[src/rtl/wtc_pkg.sv]
package wtc_pkg;

  localparam int ADDR_W = 3;
  localparam int SEL_W  = 3;

  typedef enum logic [1:0] {
    ACT_NONE = 2'd0,
    ACT_SET  = 2'd1,
    ACT_CLR  = 2'd2,
    ACT_TGL  = 2'd3
  } pin_act_e;

  typedef struct packed {
    pin_act_e         act_c;
    pin_act_e         act_a;
    logic             halt_on_c;
    logic             auto_rst;
    logic [SEL_W-1:0] clk_sel;
  } mode_t;

  localparam int MODE_W = $bits(mode_t);

  localparam logic [ADDR_W-1:0] A_MODE  = 3'd0;
  localparam logic [ADDR_W-1:0] A_CMPA  = 3'd1;
  localparam logic [ADDR_W-1:0] A_CMPC  = 3'd2;
  localparam logic [ADDR_W-1:0] A_MSET  = 3'd3;
  localparam logic [ADDR_W-1:0] A_MCLR  = 3'd4;
  localparam logic [ADDR_W-1:0] A_STAT  = 3'd5;
  localparam logic [ADDR_W-1:0] A_CTRL  = 3'd6;
  localparam logic [ADDR_W-1:0] A_COUNT = 3'd7;

  localparam int FLG_N    = 3;
  localparam int FLG_C    = 0;
  localparam int FLG_A    = 1;
  localparam int FLG_WRAP = 2;
  localparam int RUN_BIT  = 8;

  localparam int CTL_START = 0;
  localparam int CTL_HALT  = 1;
  localparam int CTL_TRIG  = 2;

  function automatic logic apply_act(input pin_act_e act, input logic cur);
    case (act)
      ACT_SET: return 1'b1;
      ACT_CLR: return 1'b0;
      ACT_TGL: return ~cur;
      default: return cur;
    endcase
  endfunction

endpackage

[src/rtl/wtc_regs.sv]
module wtc_regs
  import wtc_pkg::*;
#(
  parameter int CW = 16
) (
  input  logic              clk,
  input  logic              rst,
  input  logic              wr_en,
  input  logic              rd_en,
  input  logic [ADDR_W-1:0] addr,
  input  logic [CW-1:0]     wdata,
  input  logic              evt_a,
  input  logic              evt_c,
  input  logic              evt_wrap,
  input  logic [CW-1:0]     cnt,
  input  logic              running,
  output mode_t             mode,
  output logic [CW-1:0]     cmpa,
  output logic [CW-1:0]     cmpc,
  output logic              start,
  output logic              halt,
  output logic              trig,
  output logic [CW-1:0]     rdata,
  output logic              irq
);

  logic [FLG_N-1:0] flags_q, flags_d, mask_q, mask_d, evt_vec;
  logic             rd_status, ctrl_wr;
  logic [CW-1:0]    rdata_d;
  logic             irq_q;

  assign ctrl_wr   = wr_en && (addr == A_CTRL);
  assign start     = ctrl_wr && wdata[CTL_START];
  assign halt      = ctrl_wr && wdata[CTL_HALT];
  assign trig      = ctrl_wr && wdata[CTL_TRIG];
  assign rd_status = rd_en && (addr == A_STAT);

  always_comb begin
    evt_vec           = '0;
    evt_vec[FLG_C]    = evt_c;
    evt_vec[FLG_A]    = evt_a;
    evt_vec[FLG_WRAP] = evt_wrap;
  end

  // events win over a clearing read on the same edge
  assign flags_d = (rd_status ? '0 : flags_q) | evt_vec;

  always_comb begin
    mask_d = mask_q;
    if (wr_en && addr == A_MSET) mask_d = mask_q | wdata[FLG_N-1:0];
    else if (wr_en && addr == A_MCLR) mask_d = mask_q & ~wdata[FLG_N-1:0];
  end

  always_ff @(posedge clk) begin
    if (rst) begin
      mode <= '0;
      cmpa <= '0;
      cmpc <= '0;
    end else if (wr_en) begin
      case (addr)
        A_MODE: mode <= mode_t'(wdata[MODE_W-1:0]);
        A_CMPA: cmpa <= wdata;
        A_CMPC: cmpc <= wdata;
        default: ;
      endcase
    end
  end

  always_comb begin
    rdata_d = '0;
    case (addr)
      A_MODE:  rdata_d = CW'(mode);
      A_CMPA:  rdata_d = cmpa;
      A_CMPC:  rdata_d = cmpc;
      A_MSET:  rdata_d = CW'(mask_q);
      A_STAT: begin
        rdata_d[FLG_N-1:0] = flags_q;
        rdata_d[RUN_BIT]   = running;
      end
      A_COUNT: rdata_d = cnt;
      default: rdata_d = '0;
    endcase
  end

  always_ff @(posedge clk) begin
    if (rst) begin
      flags_q <= '0;
      mask_q  <= '0;
      irq_q   <= 1'b0;
      rdata   <= '0;
    end else begin
      flags_q <= flags_d;
      mask_q  <= mask_d;
      irq_q   <= |(flags_d & mask_d);
      if (rd_en) rdata <= rdata_d;
    end
  end

  assign irq = irq_q;

  AST_FLAG_CLEAR: assert property (@(posedge clk) disable iff (rst)
    (rd_status && evt_vec == '0) |=> (flags_q == '0));
  AST_FLAG_KEEP: assert property (@(posedge clk) disable iff (rst)
    evt_c |=> flags_q[FLG_C]);
  AST_IRQ_NEEDS_FLAG: assert property (@(posedge clk) disable iff (rst)
    irq_q |-> ((flags_q & mask_q) != '0));

endmodule

[src/rtl/wtc_counter.sv]
module wtc_counter
  import wtc_pkg::*;
#(
  parameter int CW   = 16,
  parameter int NTAP = 5
) (
  input  logic            clk,
  input  logic            rst,
  input  logic [NTAP-1:0] tick_in,
  input  mode_t           mode,
  input  logic [CW-1:0]   cmpa,
  input  logic [CW-1:0]   cmpc,
  input  logic            start,
  input  logic            halt,
  input  logic            trig,
  output logic [CW-1:0]   cnt,
  output logic            running,
  output logic            evt_a,
  output logic            evt_c,
  output logic            evt_wrap
);

  localparam logic [CW-1:0] CNT_TOP = '1;

  logic          tick, adv;
  logic [CW-1:0] cnt_d;
  logic          run_d;

  always_comb begin
    tick = 1'b0;
    for (int i = 0; i < NTAP; i++) begin
      if (mode.clk_sel == SEL_W'(i)) tick = tick_in[i];
    end
  end

  assign adv      = running && tick && !trig;
  assign evt_c    = adv && (cnt == cmpc);
  assign evt_a    = adv && (cnt == cmpa);
  assign evt_wrap = adv && (cnt == CNT_TOP) && !(evt_c && mode.auto_rst);

  always_comb begin
    cnt_d = cnt;
    if (trig) cnt_d = '0;
    else if (adv) cnt_d = (evt_c && mode.auto_rst) ? '0 : cnt + 1'b1;
  end

  always_comb begin
    run_d = running;
    if (halt) run_d = 1'b0;
    else if (start) run_d = 1'b1;
    else if (evt_c && mode.halt_on_c) run_d = 1'b0;
  end

  always_ff @(posedge clk) begin
    if (rst) begin
      cnt     <= '0;
      running <= 1'b0;
    end else begin
      cnt     <= cnt_d;
      running <= run_d;
    end
  end

  AST_TRIG_ZERO: assert property (@(posedge clk) disable iff (rst)
    trig |=> (cnt == '0));
  AST_HALT_WINS: assert property (@(posedge clk) disable iff (rst)
    halt |=> !running);
  AST_FROZEN: assert property (@(posedge clk) disable iff (rst)
    (!running && !trig) |=> $stable(cnt));
  AST_AUTO_RESTART: assert property (@(posedge clk) disable iff (rst)
    (evt_c && mode.auto_rst) |=> (cnt == '0));
  AST_ONESHOT_STOP: assert property (@(posedge clk) disable iff (rst)
    (evt_c && mode.halt_on_c && !start) |=> !running);
  AST_FREE_WRAP: assert property (@(posedge clk) disable iff (rst)
    evt_wrap |=> (cnt == '0));

endmodule

[src/rtl/wtc_wave.sv]
module wtc_wave
  import wtc_pkg::*;
(
  input  logic     clk,
  input  logic     rst,
  input  logic     evt_a,
  input  logic     evt_c,
  input  pin_act_e act_a,
  input  pin_act_e act_c,
  output logic     wave
);

  logic wave_q, wave_d;

  always_comb begin
    wave_d = wave_q;
    if (evt_c) wave_d = apply_act(act_c, wave_q);
    else if (evt_a) wave_d = apply_act(act_a, wave_q);
  end

  always_ff @(posedge clk) begin
    if (rst) wave_q <= 1'b0;
    else wave_q <= wave_d;
  end

  assign wave = wave_q;

  AST_C_WINS_SET: assert property (@(posedge clk) disable iff (rst)
    (evt_a && evt_c && act_c == ACT_SET) |=> wave_q);
  AST_C_WINS_CLR: assert property (@(posedge clk) disable iff (rst)
    (evt_a && evt_c && act_c == ACT_CLR) |=> !wave_q);
  AST_PIN_QUIET: assert property (@(posedge clk) disable iff (rst)
    (!evt_a && !evt_c) |=> $stable(wave_q));

endmodule

[src/rtl/wave_timer_chan.sv]
module wave_timer_chan
  import wtc_pkg::*;
#(
  parameter int CW   = 16,
  parameter int NTAP = 5
) (
  input  logic              clk,
  input  logic              rst,
  input  logic [NTAP-1:0]   tick_in,
  input  logic              wr_en,
  input  logic              rd_en,
  input  logic [ADDR_W-1:0] addr,
  input  logic [CW-1:0]     wdata,
  output logic [CW-1:0]     rdata,
  output logic              wave_out,
  output logic              irq
);

  mode_t         mode;
  logic [CW-1:0] cmpa, cmpc, cnt;
  logic          start, halt, trig, running;
  logic          evt_a, evt_c, evt_wrap;

  wtc_regs #(.CW(CW)) regs_i (
    .clk(clk), .rst(rst), .wr_en(wr_en), .rd_en(rd_en), .addr(addr),
    .wdata(wdata), .evt_a(evt_a), .evt_c(evt_c), .evt_wrap(evt_wrap),
    .cnt(cnt), .running(running), .mode(mode), .cmpa(cmpa), .cmpc(cmpc),
    .start(start), .halt(halt), .trig(trig), .rdata(rdata), .irq(irq)
  );

  wtc_counter #(.CW(CW), .NTAP(NTAP)) cnt_i (
    .clk(clk), .rst(rst), .tick_in(tick_in), .mode(mode), .cmpa(cmpa),
    .cmpc(cmpc), .start(start), .halt(halt), .trig(trig), .cnt(cnt),
    .running(running), .evt_a(evt_a), .evt_c(evt_c), .evt_wrap(evt_wrap)
  );

  wtc_wave wave_i (
    .clk(clk), .rst(rst), .evt_a(evt_a), .evt_c(evt_c),
    .act_a(mode.act_a), .act_c(mode.act_c), .wave(wave_out)
  );

endmodule

[config.mk]
export PLATFORM = sky130hd
export DESIGN_NAME = wave_timer_chan
export DESIGN_NICKNAME = d
export VERILOG_FILES = /design/src/rtl/wtc_pkg.sv /design/src/rtl/wtc_regs.sv /design/src/rtl/wtc_counter.sv /design/src/rtl/wtc_wave.sv /design/src/rtl/wave_timer_chan.sv
export SDC_FILE = /design/constraint.sdc
export NUM_CORES = 1
export LEC_CHECK = 0
export BUFFER_PORTS_ARGS = -buffer_cell sky130_fd_sc_hd__buf_4
export CELL_PAD_IN_SITES_DETAIL_PLACEMENT = 1
export CELL_PAD_IN_SITES_GLOBAL_PLACEMENT = 2
export CORE_ASPECT_RATIO = 0.8
export CORE_MARGIN = 4
export CORE_UTILIZATION = 36
export CTS_BUF_LIST = sky130_fd_sc_hd__clkbuf_8
export DETAILED_ROUTE_END_ITERATION = 16
export PLACE_DENSITY = 0.92
export SLEW_MARGIN = 20
export SYNTH_ARGS = -nofsm -noshare
export SYNTH_HDL_FRONTEND = slang
export SYNTH_SLANG_ARGS = --single-unit
export TNS_END_PERCENT = 50
[constraint.sdc]
create_clock -name clk -period 2.3 [get_ports clk]
set_input_delay 0.23 -clock clk [delete_from_list [all_inputs] [get_ports clk]]
set_output_delay 0.23 -clock clk [all_outputs]
set_load 0.05 [all_outputs]
### Word level (Yosys, flattened, before mapping)

Cells that the tools add are included.

| cells by class | value |
|---|---|
| add/sub/neg operators | 1 |
| equal/unequal tests | 21 |
| multiplexer cells | 19 |
| bitwise logic cells | 6 |
| reduce and logical (&&, ||, !) cells | 29 |

Operator list:

| cell | number |
|---|---|
| 16-bit == test | 2 |
| 7-bit one-hot mux with 3 select lines | 1 |
| 5-bit one-hot mux with 4 select lines | 1 |
| 3-bit one-hot mux with 6 select lines | 1 |
| 16-bit by 1-bit adder with 16-bit output (second input constant) | 1 |
| 16-bit == test (second input constant) | 1 |
| 16-bit 2-to-1 mux | 1 |
| 3-bit == test (second input constant) | 5 |
| 1-bit logical AND | 15 |
| 3-bit by 2-bit == test with 1-bit output (second input constant) | 4 |
| 1-bit 2-to-1 mux | 9 |
| 3-bit 2-to-1 mux | 3 |
| 2-bit == test (second input constant) | 4 |
| 3-bit AND | 2 |
| 3-bit by 1-bit == test with 1-bit output (second input constant) | 2 |
| 3-bit logical NOT | 2 |
| 3-bit bitwise OR | 2 |
| 1-bit one-hot mux with 3 select lines | 2 |
| 2-bit AND reduction | 3 |
| 1-bit one-hot mux with 5 select lines | 1 |
| 2-bit by 1-bit == test with 1-bit output (second input constant) | 2 |
| 4-bit by 1-bit inequality test with 1-bit output (second input constant) | 1 |
| 2-bit nonzero test | 2 |
| 4-bit nonzero test | 1 |
| other kinds (6) | 8 |

| storage, ports and cells | value |
|---|---|
| register bits | 82 |
| output and inout port bits | 18 |
| logic and storage cells | 90 |

### Depth between registers and ports, before layout

Gate-level depths: netlist of the first run.

| depth | value |
|---|---|
| depth after elaboration | 15 |
| depth in mapped cells | 8 |
| depth with buffers taken out | 6 |

### Cells and area by module

From an unflattened synthesis of the first run, not the netlist that was laid out.

| second synthesis, totals | value |
|---|---|
| cells, all modules | 535 |
| area, all modules | 4,446.8 µm² |

Modules (own cells, without submodules):

| module | instances | cells each | area each (µm²) |
|---|---|---|---|
| wtc_regs | 1 | 369 | 3,032.9 |
| wtc_counter | 1 | 151 | 1,281.2 |
| wtc_wave | 1 | 15 | 132.6 |

### Least setup slack after synthesis of the first run

OpenSTA, ideal clock, no wires.

| timing path | value |
|---|---|
| path kind | flip-flop to flip-flop |
| start point | register cnt_i.cnt[13] |
| end point | register cnt_i.cnt[7] |
| setup time | 115 ps |
| arrival | 1,679 ps |
| required time | 2,185 ps |
| path slack | 506 ps |
| stages on the path, launching flop included | 9 |
| buffers on the path | 2 |
| period minus slack after synthesis | 1,794 ps |
| path through | dfxtp_1 > clkbuf_1 > xnor2_1 > nand4_1 > nor4_2 > nand2_1 > o21bai_4 > buf_6 > nor2_1 |

| on the way | value |
|---|---|
| word-level cells in the longest chain between the ends | 4 |

RTL lines:

| element | RTL line | RTL |
|---|---|---|
| start: declaration | wtc_counter.sv:16 | `output logic [CW-1:0] cnt,` |
| start signal: assignment | wtc_counter.sv:59 | `cnt <= cnt_d;` |
| 16-bit == test | wtc_counter.sv:37 | `assign evt_c = adv && (cnt == cmpc);` |
| 1-bit logical AND | wtc_counter.sv:37 |  |
| 1-bit logical AND | wtc_counter.sv:44 | `else if (adv) cnt_d = (evt_c && mode.auto_rst) ? '0 : cnt + 1'b1;` |
| 16-bit 2-to-1 mux | wtc_counter.sv:44 |  |

Every way passes these cells.
A chain may end at the register's enable or synchronous reset.

### Final worst setup path of the first run

| timing path | value |
|---|---|
| start point | register cnt_i.cnt[9] |
| end point | register regs_i.irq_q, in the netlist regs_i.irq |

| on the way | value |
|---|---|
| word-level cells in the longest chain between the ends | 8 |
| elaborated cells between the ends (all ways) | 12 |

RTL lines:

| element | RTL line | RTL |
|---|---|---|
| 16-bit == test | wtc_counter.sv:37 |  |
| 1-bit logical AND | wtc_counter.sv:37 |  |
| 1-bit logical AND | wtc_counter.sv:39 | `assign evt_wrap = adv && (cnt == CNT_TOP) && !(evt_c && mode.auto_rst);` |
| 1-bit logical NOT | wtc_counter.sv:39 |  |
| 1-bit logical AND | wtc_counter.sv:39 |  |
| 3-bit bitwise OR (*) | wtc_regs.sv:46 | `assign flags_d = (rd_status ? '0 : flags_q) \| evt_vec;` |
| 3-bit AND (*) | wtc_regs.sv:94 | `irq_q <= \|(flags_d & mask_d);` |
| 3-bit OR reduction (*) | wtc_regs.sv:94 |  |
| end signal: assignment | wtc_regs.sv:94 |  |
| end: declaration | wtc_regs.sv:30 | `logic irq_q;` |

Mark *: on every way between the ends. The rest lies on a longest branch, timed or not.

==> impl_results.md, run 1 <==
- Status: finished, final reports clean
- Vias: approximately 4000
- Slew HR: 0.5567
- H-Tree Depth: 3
- Buffers & Inverters on Critical Path: 0
- Worst hold path class: in2reg
- FP Rows: 34
- Aggregate routed wire length: 13.82 mm
- Cell taking the most area after synthesis: dfxtp_1
- Yosys warning count: 0
- Number of synthesized flops with an enable pin: 0
- Capture point of the worst reg-to-reg path: regs_i.irq
- Req. time, crit path: 2570 ps
- Area share of the largest cell type after synthesis: 0.3914
- Critical path arrival: around 2400 ps
- Hold Crit Depth: 2
- Synthesized flop and latch total: approximately 80
- Area share of fa/ha/maj cells after synthesis: 0.008950
- Clk root buf: clkbuf_8
- MaxCap Viol Count: 0
- CTS Buf Count: 9
- Bufs on Longest Clock Path: 2
- Number of global-route vias before repair: between 3000 and 4000
- Post-synthesis mux area share: 0.03520
- 1st-pass router iterations: 4
- Worst slew pin tran: 664.9 ps
- R2R setup slack: 200 ps
- CTS sink cnt: 82
- Routed wire length per instance: 19.51 um
- Simple logic cell fraction of the synthesized area: 0.2425
- Clk_skew: between 8 and 9 ps
- Slew Viols, Final: 0
- Critical Path Sink Type: flop
- IO buf count: 45
- All-Layer GR Usage: 0.2080
- Core ar.: 11150 um2
- P_leak: 1.815 nW
- Synth area leaders: dfxtp_1 39%, nand2_1 9.6%, a21oi_1 6.9%, nor2_1 5.0%, xnor2_1 5.0%
- Reg2Reg Depth: 6
- First-pass GRT wire length: 22.09 mm
- Top_reg_cell synth: dfxtp_1
- Seq/Total Area, Yosys: 0.3914
- Min Tclk post-route: about 2100 ps
- Worst skew pair latency: between 300 and 400 ps
- Setup crit start kind: flop
- Cell with the most instances after synthesis: nand2_1
- Mean Syn Cell Area: just under 8 um2
- Initial antenna violation count: 0
- Synth top cells by count: 107 x nand2_1, 82 x dfxtp_1, 58 x a21oi_1
- Hold WS: 125.6 ps
- Unrepaired setup endpoints after global routing: false
- Number of top-level pins: 46
- Layout area overhead: 16.23%
- Ant. Diodes: 0
- Slowest-stage cell, CP: dfxtp_1
- Largest net degree at the start of global routing: 39
- CP peak stage delay: 510 ps
- Worst R2R Start: cnt_i.cnt[9]
- CP delay by family, top: simple AND/OR/NAND/NOR gates
- Worst-path clk slew: around 80 ps
- Met1 usage: 0.3242
- Routed Antenna Nets: 0
- Synth Instances: 531
- Met3 Track Usage GR: 0.04233
- Final period util: 0.9123
- CP most frequent cell: and3_1
- Die Wd: 128.7 um
- Postcts setup bufs: 0
- WS Path Type: reg2reg
- Largest family of logic cells by synthesized area: simple AND/OR/NAND/NOR gates
- Fmax: approximately 0.48 GHz
- Max VDD drop: 357.6 uV
- Crit path depth: 6
- Met2 Resource Use GR: 0.2922
- Initial DRC Count: about 280
- Worst Hold Path EP: cnt_i.running
- Synth Area in Compound Gates: 0.1706
- Die area: 13450 um2
- Worst-path maximum fanout: 5
- Worst Hold Launch: wdata[1]
- GRT busiest layer: met1
- Final Hold Fails: 0
- Hpwl dp: 10.50 mm
- DIE HEIGHT: roughly 100 um
- Hold-fix buffers, CTS: 0
- TNS Setup: 0 ps
- Mapped Nets: 562
- Synthesized cell area: 4194 um2
- CTS tree: built
- Synth unique cells: 51
- FFs w/ async S/R, synth: 0
- CTS resizes: 0
- Share of layout cells above drive strength 1: 0.1613
- Grt ovf: 0
- Crit-path cells: and3_1 > and3_1 > nand4_1 > nor4_1 > a21oi_1 > o221ai_1
- XOR/XNOR Fraction of Synth Area: 0.09815
- Initial Util: 0.3763
- DRC: 0
- Setup-failing EPs final: 0
- Cell Pwr Density: 610.3 nW/um2
- Vias per cell: 5.559
- GP Congestion: approximately 0.96
- Nets: 591
==> routing by layer <==
metal,part of all wire,vias to the layer above
li1,-,1860
met1,0.50,1939
met2,0.43,118
met3,0.063,19
met4,0.013,0
met5,0,-
==> stage by stage <==
stage | instances | instance area (um2) | setup WS (ps) | power [W] | util
after floorplan | 531 | 4194 | 506.0 | 0.001685 | -
after global placement | 692 | 4628 | 236.4 | 0.001795 | 0.4152
after detailed placement | 692 | 4628 | 167.2 | 0.001806 | 0.4152
after CTS | 707 | 4855 | 152.2 | 0.002992 | 0.4356
after global routing | 708 | 4875 | 110.0 | 0.003082 | 0.4374
final | 708 | 4875 | 201.7 | 0.002975 | 0.4374
==> cell type report <==
type | instances | area [um2]
Multi-Input combinational cell | 399 | 2330
Fill cell | 1384 | 6271
Clock inverter | 4 | 75.07
Clock buffer | 11 | 151.4
Sequential cell | 82 | 1642
Inverter | 7 | 26.28
Tap cell | 144 | 180.2
Timing Repair Buffer | 61 | 470.5
==> cells in the final DEF (no fill, tap or decap), drive strengths merged, types with 3 or more instances in the layout <==
cell	count
a22oi	13
xor2	23
nor3	7
nor2	59
dfxtp	82
a22o	11
nor4	11
xnor2	24
o21ai	8
nand2b	6
buf	61
mux2i	8
and3	3
o211ai	4
nand2	107
inv	7
a221oi	3
nand4	11
ha	3
and2	6
clkbuf	11
nand3	5
mux2	4
a21oi	58
==> registers in the layout, summed over array words and instances (netlist names), 3 cells and up <==
signal	flops
cnt_i.cnt	16
regs_i.cmpa	16
regs_i.cmpc	16
regs_i.rdata	16
regs_i.mode	9
regs_i.flags_q	3
regs_i.mask_q	3
==> where the power goes <==
part           internal [W]  total (W)  switching, W
clock              0.000665    0.00120      0.000533
combinational      0.000112   0.000306      0.000195
sequential          0.00144    0.00147     0.0000265
total               0.00222    0.00297      0.000754
==> worst max path at each step <==
stage | startpoint | slack [ps] | to
2_1_floorplan | cnt_i.cnt[13] | 510 | cnt_i.cnt[7]
3_3_place_gp | addr[1] | 240 | regs_i.irq
3_5_place_dp | cnt_i.cnt[6] | 170 | cnt_i.cnt[7]
4_1_cts | cnt_i.cnt[6] | 150 | cnt_i.cnt[12]
5_1_grt | cnt_i.cnt[6] | 110 | regs_i.irq
6_report | cnt_i.cnt[9] | 200 | regs_i.irq
==> logic make-up (layout without fill, tap and decap cells) <==
family | Yosys count | count (layout)
AO/OA/AOI/OAI | 111 | 111
XOR/XNOR | 47 | 47
adder cells (fa/ha/maj) | 3 | 3
buffers and inverters | 50 | 83
flip-flops | 82 | 82
multiplexers | 13 | 13
AND/OR/NAND/NOR | 225 | 225
==> worst register-to-register path, delay by kind of cell (launching register included) <==
family | cells | cell delay (ps)
AND/OR/NAND/NOR | 4 | 1100
flip-flops | 1 | 510
AO/OA/AOI/OAI | 2 | 410
Note: power is estimated with default switching activity, not from simulation.
==> inputs of run 2 (changes only) <==
--- a/config.mk
+++ b/config.mk
@@ -10,10 +10,9 @@
 export CELL_PAD_IN_SITES_GLOBAL_PLACEMENT = 2
 export CORE_ASPECT_RATIO = 0.8
 export CORE_MARGIN = 4
-export CORE_UTILIZATION = 36
-export CTS_BUF_LIST = sky130_fd_sc_hd__clkbuf_8
+export CORE_UTILIZATION = 34
 export DETAILED_ROUTE_END_ITERATION = 16
-export PLACE_DENSITY = 0.92
+export PLACE_DENSITY = 0.88
 export SLEW_MARGIN = 20
 export SYNTH_ARGS = -nofsm -noshare
 export SYNTH_HDL_FRONTEND = slang
==> run 2 against run 1 <==
Effect of this change:
- clock skew shrank 4.3 ps
- register-to-register slack improved by 70 ps
- via count is 0.94% lower
- hold slack better by 19 ps
- die area up 5.5%
- worst setup slack better by 66 ps
- critical path depth stayed put
- critical path type unchanged
- largest cell class unchanged
==> impl_results.md, run 2 (synthesized netlist as in run 1, its figures left out) <==
- Aggregate routed wire length: 13.95 mm (+0.97%)
- Die Wd: 132.2 um (+2.7%)
- Final Non-Filler Cells: 708 (unchanged)
- P_leak: 1.813 nW (-0.14%)
- Max VDD drop: 405.8 uV (+13%)
- FP Rows: 35 (+2.9%)
- Hold-fix buffers, CTS: 0 (unchanged)
- Worst slew pin tran: 802.8 ps (+137.9 ps)
- GP Congestion: 0.8878 (-7.2%)
- Crit-path cells: mux2i_1 > nor3b_2 > o21ai_2 > nor2_1 > a21oi_1 > o221ai_1
- H-Tree Depth: 3 (unchanged)
- Setup crit start kind: flop
- First-pass GRT wire length: 21.91 mm (-0.81%)
- Req. time, crit path: 2520 ps (-50 ps)
- Combinational Power Share: 0.095 (-0.008)
- Worst hold path class: in2reg
- Fmax: 0.4920 GHz (+3.2%)
- Share of layout cells above drive strength 1: 0.1518 (-0.009562)
- Slew HR: 0.4628 (-0.09385)
- Sw Pwr: 0.0008072 W (+7.1%)
- Largest net degree at the start of global routing: 42 (+7.7%)
- CTS resizes: 0 (unchanged)
- Worst R2R Start: regs_i.mode[1]
- CTS Buf Count: 9 (unchanged)
- Min Tclk post-route: 2032 ps (-65.84 ps)
- 1st-pass router iterations: 4 (unchanged)
- All-Layer GR Usage: 0.2003 (-0.007706)
- Slowest-stage cell, CP: o21ai_2
- Critical path arrival: 2250 ps (-120 ps)
- CP delay by family, top: compound AO/OA/AOI/OAI gates
- Most frequent cells in the layout: 107 x nand2_1, 82 x dfxtp_1, 58 x a21oi_1, 56 x nor2_1, 56 x buf_4
- Routed wire length per instance: 19.70 um (+0.97%)
- Initial DRC Count: 216 (-24%)
- Routed Antenna Nets: 0 (unchanged)
- Cell Area, Placed: 4603 um2 (-0.54%)
- Setup-failing EPs final: 0 (unchanged)
- TNS Setup: 0 ps (unchanged)
- Postcts setup bufs: 0 (unchanged)
- Cell area after layout: 4891 um2 (+0.33%)
- Final period util: 0.8837 (-0.02862)
- Critical Path Sink Type: flop
- Number of top-level pins: 46 (unchanged)
- DIE HEIGHT: 107.3 um (+2.7%)
- Layout area overhead: 16.62%
- Ant. Diodes: 0 (unchanged)
- Status: finished, final reports clean
- Number of global-route vias before repair: 3912 (-1.7%)
- IO buf count: 45 (unchanged)
- Worst-path maximum fanout: 14 (+9)
- Cell Int Power: 0.002394 W (+7.8%)
- CP Launch Point: regs_i.mode[1]
- Worst-path clk slew: 60 ps (-20 ps)
- Die area: 14190 um2 (+5.5%)
- Core ar.: 11780 um2 (+5.7%)
- Buffers & Inverters on Critical Path: 0 (unchanged)
- Nets: 586 (-0.85%)
- CTS tree: built
- Vias per cell: 5.507 (-0.94%)
- Unrepaired setup endpoints after global routing: false
- Clk_skew: 4.663 ps (-4.282 ps)
- CP peak stage delay: 550 ps (+40 ps)
- Worst skew pair latency: 340 ps (-20 ps)
- Most common cell after layout, fill and taps aside: nand2_1
- DRC: 0 (unchanged)
- Worst Hold Launch: wdata[10]
- Vias: 3899 (-0.94%)
- Cell Pwr Density: 654.5 nW/um2 (+7.2%)
- Final Hold Fails: 0 (unchanged)
- Sequential Power Share: 0.460 (-0.034)
- WS Path Type: reg2reg
- Clk root buf: clkbuf_16
- Hpwl dp: 10.59 mm (+0.89%)
- Sw Share: 0.2522 (-0.001253)
- Grt ovf: 0 (unchanged)
- Initial antenna violation count: 0 (unchanged)
- Cell total after placement: 692 (unchanged)
- Slew Viols, Final: 0 (unchanged)
- Clock share of power: 0.445 (+0.042)
- MaxCap Viol Count: 0 (unchanged)
- Bufs on Longest Clock Path: 2 (unchanged)
- CTS sink cnt: 82 (unchanged)
- Initial Util: 0.3560 (-0.02026)
## run 2: changes by cell type in the layout (fill, tap and decap cells not counted)
| cell | before | now |
|---|---|---|
| clkbuf_16 | 0 | 9 |
| clkinv_2 | 0 | 2 |
| buf_12 | 1 | 0 |
| clkbuf_1 | 0 | 2 |
| buf_4 | 60 | 56 |
| bufinv_16 | 2 | 1 |
| clkbuf_8 | 11 | 0 |
## run 2: area by class of cell
cell class	instances	area, um2
fill	1418	6889
clock buffer	11	232.7
multi-input combinational	399	2330
inverter	7	26.28
sequential	82	1642
clock inverter	5	55.05
tap	148	185.2
timing repair buffer	56	420.4
## run 2: power groups by stage
stage	clock, W	sequential [W]	combinational [W]
after floorplan	0	0.00152	0.000163
after global placement	0	0.00150	0.000296
after detailed placement	0	0.00150	0.000304
after CTS	0.00145	0.00147	0.000305
after global routing	0.00151	0.00148	0.000332
final	0.00142	0.00147	0.000306
## run 2: path summary, 6_finish.rpt
check	to	slack, ps	cells past startpoint
max	regs_i.irq	270	6
min	regs_i.cmpc[10]	140	3
max reg2reg	regs_i.irq	270	6
min reg2reg	regs_i.rdata[1]	480	2
## run 2: stage by stage
stage | setup WS [ps] | total power (W) | hold WS [ps] | utilization
after floorplan | 506.0 | 0.001685 | 313.9 | -
final | 267.5 | 0.003201 | 144.2 | 0.4152
after global placement | 286.7 | 0.001798 | 471.9 | 0.3908
after CTS | 281.9 | 0.003225 | 139.6 | 0.4152
after detailed placement | 277.3 | 0.001808 | 478.3 | 0.3908
after global routing | 96.26 | 0.003317 | 145.7 | 0.4152
## run 2: routing by layer
metal	routed length, um	track usage
met1	6963	0.2961
met2	5788	0.2851
met3	907	0.04626
met4	289	0.06454
met5	0	0
## run 2: worst min-delay path, delay by kind of cell
kind / cells / cell delay, ps
compound gates: 1 / 50
buf+inv: 1 / 110
simple gates: 1 / 50
==> inputs of run 3 (changes only) <==
--- a/config.mk
+++ b/config.mk
@@ -10,11 +10,12 @@
 export CELL_PAD_IN_SITES_GLOBAL_PLACEMENT = 2
 export CORE_ASPECT_RATIO = 0.8
 export CORE_MARGIN = 4
-export CORE_UTILIZATION = 34
+export CORE_UTILIZATION = 36
 export DETAILED_ROUTE_END_ITERATION = 16
-export PLACE_DENSITY = 0.88
+export PLACE_DENSITY = 0.8
 export SLEW_MARGIN = 20
 export SYNTH_ARGS = -nofsm -noshare
 export SYNTH_HDL_FRONTEND = slang
+export SYNTH_HIERARCHICAL = 1
 export SYNTH_SLANG_ARGS = --single-unit
 export TNS_END_PERCENT = 50
==> run 3 against run 2 <==
Effect of this change:
- synthesized area grew 6.0%
- clock power rose by 22%
- synthesized cell count grew 0.75%
- fmax decreased by 7.1%
- sequential share of layout area fell by 3.2 points
- final area up 11%
- worst setup slack worse by 160 ps
- sequential power about the same
- register-to-register slack got worse by 160 ps
==> impl_results.md, run 3 <==
- Status: finished, final reports clean
- Area share of fa/ha/maj cells after synthesis: 0.008441 (-0.0005087)
- P_leak: 2.174 nW (+20%)
- GP Congestion: 0.9125 (+2.8%)
- Fmax: 0.4570 GHz (-7.1%)
- Clk_skew: 7.799 ps (+3.136 ps)
- Synth top cells by count: 93 x nand2_1, 82 x dfxtp_1, 67 x a21oi_1
- Setup crit start kind: flop
- Uppermost layer routed: met4
- Ant. Diodes: 0 (unchanged)
- Routed wire length per instance: 20.41 um (+3.6%)
- MaxCap Viol Count: 0 (unchanged)
- Hpwl dp: 11.19 mm (+5.6%)
- CTS sink cnt: 82 (unchanged)
- Cell with the most instances after synthesis: nand2_1
- Synth area leaders: dfxtp_1 37%, xor2_1 8.5%, nand2_1 7.9%, a21oi_1 7.5%, nand3b_1 2.5%
- Met3 WL: 802 um (-12%)
- Yosys warning count: 6 (+6)
- Worst slew pin tran: 522.4 ps (-280.4 ps)
- Final Hold Fails: 0 (unchanged)
- Synth unique cells: 56 (+9.8%)
- Top_reg_cell synth: dfxtp_1
- Critical Path Sink Type: flop
- Cell total after placement: 729 (+5.3%)
- Max VDD drop: 293.8 uV (-28%)
- Number of synthesized flops with an enable pin: 0 (unchanged)
- Vias per cell: 5.597 (+1.6%)
- Clk root buf: clkbuf_16
- Routed Antenna Nets: 0 (unchanged)
- Critical path arrival: 2440 ps (+190 ps)
- Post-synthesis mux area share: 0.04333 (+0.008129)
- IO buf count: 45 (unchanged)
- Bufs on Longest Clock Path: 2 (unchanged)
- CTS Buf Count: 9 (unchanged)
- Area share of the largest cell type after synthesis: 0.3692 (-0.02225)
- Initial Util: 0.3670 (+0.01097)
- CTS tree: built
- Number of top-level pins: 46 (unchanged)
- Grt ovf: 0 (unchanged)
- Synth Instances: 535 (+0.75%)
- Largest net degree at the start of global routing: 46 (+9.5%)
- Slew HR: 0.6517 (+0.1889)
- Synthesized cell area: 4447 um2 (+6.0%)
- Worst skew pair latency: 350 ps (about the same)
- Final Non-Filler Cells: 745 (+5.2%)
- Synth Area in Compound Gates: 0.1894 (+0.01872)
- Cell taking the most area after synthesis: dfxtp_1
- First-pass GRT wire length: 24.26 mm (+11%)
- H-Tree Depth: 3 (unchanged)
- Min Tclk post-route: 2188 ps (+155.5 ps)
- FFs w/ async S/R, synth: 0 (unchanged)
- Die area: 14210 um2 (+0.12%)
- Req. time, crit path: 2550 ps (+30 ps)
- DIE HEIGHT: 107.4 um (about the same)
- DRC: 0 (unchanged)
- Share of layout cells above drive strength 1: 0.1973 (+0.04552)
- Largest family of logic cells by synthesized area: simple AND/OR/NAND/NOR gates
- Mean Syn Cell Area: 8.312 um2 (+5.2%)
- Cell Pwr Density: 648.8 nW/um2 (-0.87%)
- XOR/XNOR Fraction of Synth Area: 0.08469 (-0.01346)
- Initial antenna violation count: 0 (unchanged)
- Final period util: 0.9513 (+0.06762)
- Layout area overhead: 21.67%
- Unrepaired setup endpoints after global routing: false
- Worst hold path class: in2reg
- Mapped Nets: 566 (+0.71%)
- M1 WL: 7.836 mm (+13%)
- Slew Viols, Final: 0 (unchanged)
- WS Path Type: reg2reg
- All-Layer GR Usage: 0.2203 (+0.02001)
- Aggregate routed wire length: 15.21 mm (+9.0%)
- Core ar.: 12120 um2 (+2.9%)
- Die Wd: 132.3 um (about the same)
- Worst-path maximum fanout: 6 (-8)
- Met2 routed WL: 6.443 mm (+11%)
- Initial DRC Count: 291 (+35%)
- Most frequent cells in the layout: 93 x nand2_1, 82 x dfxtp_1, 79 x buf_4, 67 x a21oi_1, 43 x xor2_1
- Seq/Total Area, Yosys: 0.3692 (-0.02225)
- PnR worst setup slack: 112.0 ps (-155.5 ps)
- 1st-pass router iterations: 5 (+1)
- Vias: 4170 (+7.0%)
- DP Worst Slack: 56.66 ps (-220.7 ps)
- FP Rows: 36 (+2.9%)
- Simple logic cell fraction of the synthesized area: 0.2499 (+0.007318)
- Most common cell after layout, fill and taps aside: nand2_1
- Synthesized flop and latch total: 82 (unchanged)
- Number of global-route vias before repair: 4220 (+7.9%)
- Nets: 619 (+5.6%)
- Worst-path clk slew: 60 ps (about the same)
- Setup-failing EPs final: 0 (unchanged)
[run 3: changes by cell type after synthesis, moves of 5 or more]
cell,change
buf_4,+8
nand4_1,-7
nand2b_1,+6
xor2_1,+20
clkbuf_1,-16
a22o_1,-11
nand2_1,-14
nor2_1,-29
xnor2_1,-24
o2bb2ai_1,+5
o211ai_1,+8
o21ai_0,+6
nand3b_1,+14
a21oi_1,+9
[run 3: area by class of cell]
| cell class | count | area, um2 |
|---|---|---|
| inverter | 7 | 26.28 |
| timing repair buffer | 80 | 613.1 |
| clock buffer | 12 | 256.5 |
| fill | 1466 | 6706 |
| multi-input combinational | 408 | 2585 |
| tap | 152 | 190.2 |
| clock inverter | 4 | 97.59 |
| sequential | 82 | 1642 |
[run 3: worst paths after layout]
path | from | to | slack [ps] | depth (start not counted)
setup / recovery | cnt_i/cnt[12] | wave_i/wave | 110 | 9
hold / removal | wdata[13] | regs_i/cmpa[13] | 140 | 3
setup reg to reg | cnt_i/cnt[12] | wave_i/wave | 110 | 9
hold reg to reg | regs_i/rdata[7] | regs_i/rdata[7] | 460 | 2
[run 3: kinds of logic (layout without fill, tap and decap cells)]
group                      after synthesis  count (layout)
buffers and inverters                   45             103
DFF                                     82              82
muxes                                   16              16
and+or+nand+nor                        215             215
adders and majority gates                3               3
xor gates and xnor gates                43              43
AOI/OAI and AO/OA                      131             131
[run 3: timing repair]
| action | CTS | global route |
|---|---|---|
| hold buffers | 0 | 0 |
| endpoints found under the hold margin | 0 | 0 |
| buffers inserted | 0 | 0 |
| resized for setup | 0 | 2 |
| endpoints found under the setup margin | 0 | 1 |
[run 3: critical path, stage by stage (launching register included)]
cell and delay [ps]:
dfxtp_1 340, xor2_1 180, nor4_1 370, nand4_1 140
buf_4 190, nor2_4 130, buf_4 150, o21ai_0 160
o211a_1 190, a211oi_1 240
[run 3: routing by layer]
layer / track usage / up-vias
li1: - / 1989
met1: 0.3285 / 2049
met2: 0.3305 / 123
met3: 0.04159 / 9
met4: 0.04599 / 0
met5: 0 / -
[run 3: power breakdown]
group	switching, W	internal [W]
clock	0.000604	0.00112
sequential	0.0000230	0.00144
combinational	0.000199	0.000121
[run 3: metrics by stage]
stage          total power [W]  TNS (ps)  instance area [um2]  utilization  hold slack (ps)
4_1_cts               0.003543         0                 5398       0.4455            133.4
6_report              0.003510         0                 5410       0.4465            136.5
3_3_place_gp          0.001807         0                 5044       0.4163            445.3
2_1_floorplan         0.001690    -211.6                 4466            -            302.8
5_1_grt               0.003622         0                 5410       0.4465            142.6
3_5_place_dp          0.001814         0                 5044       0.4163            450.0
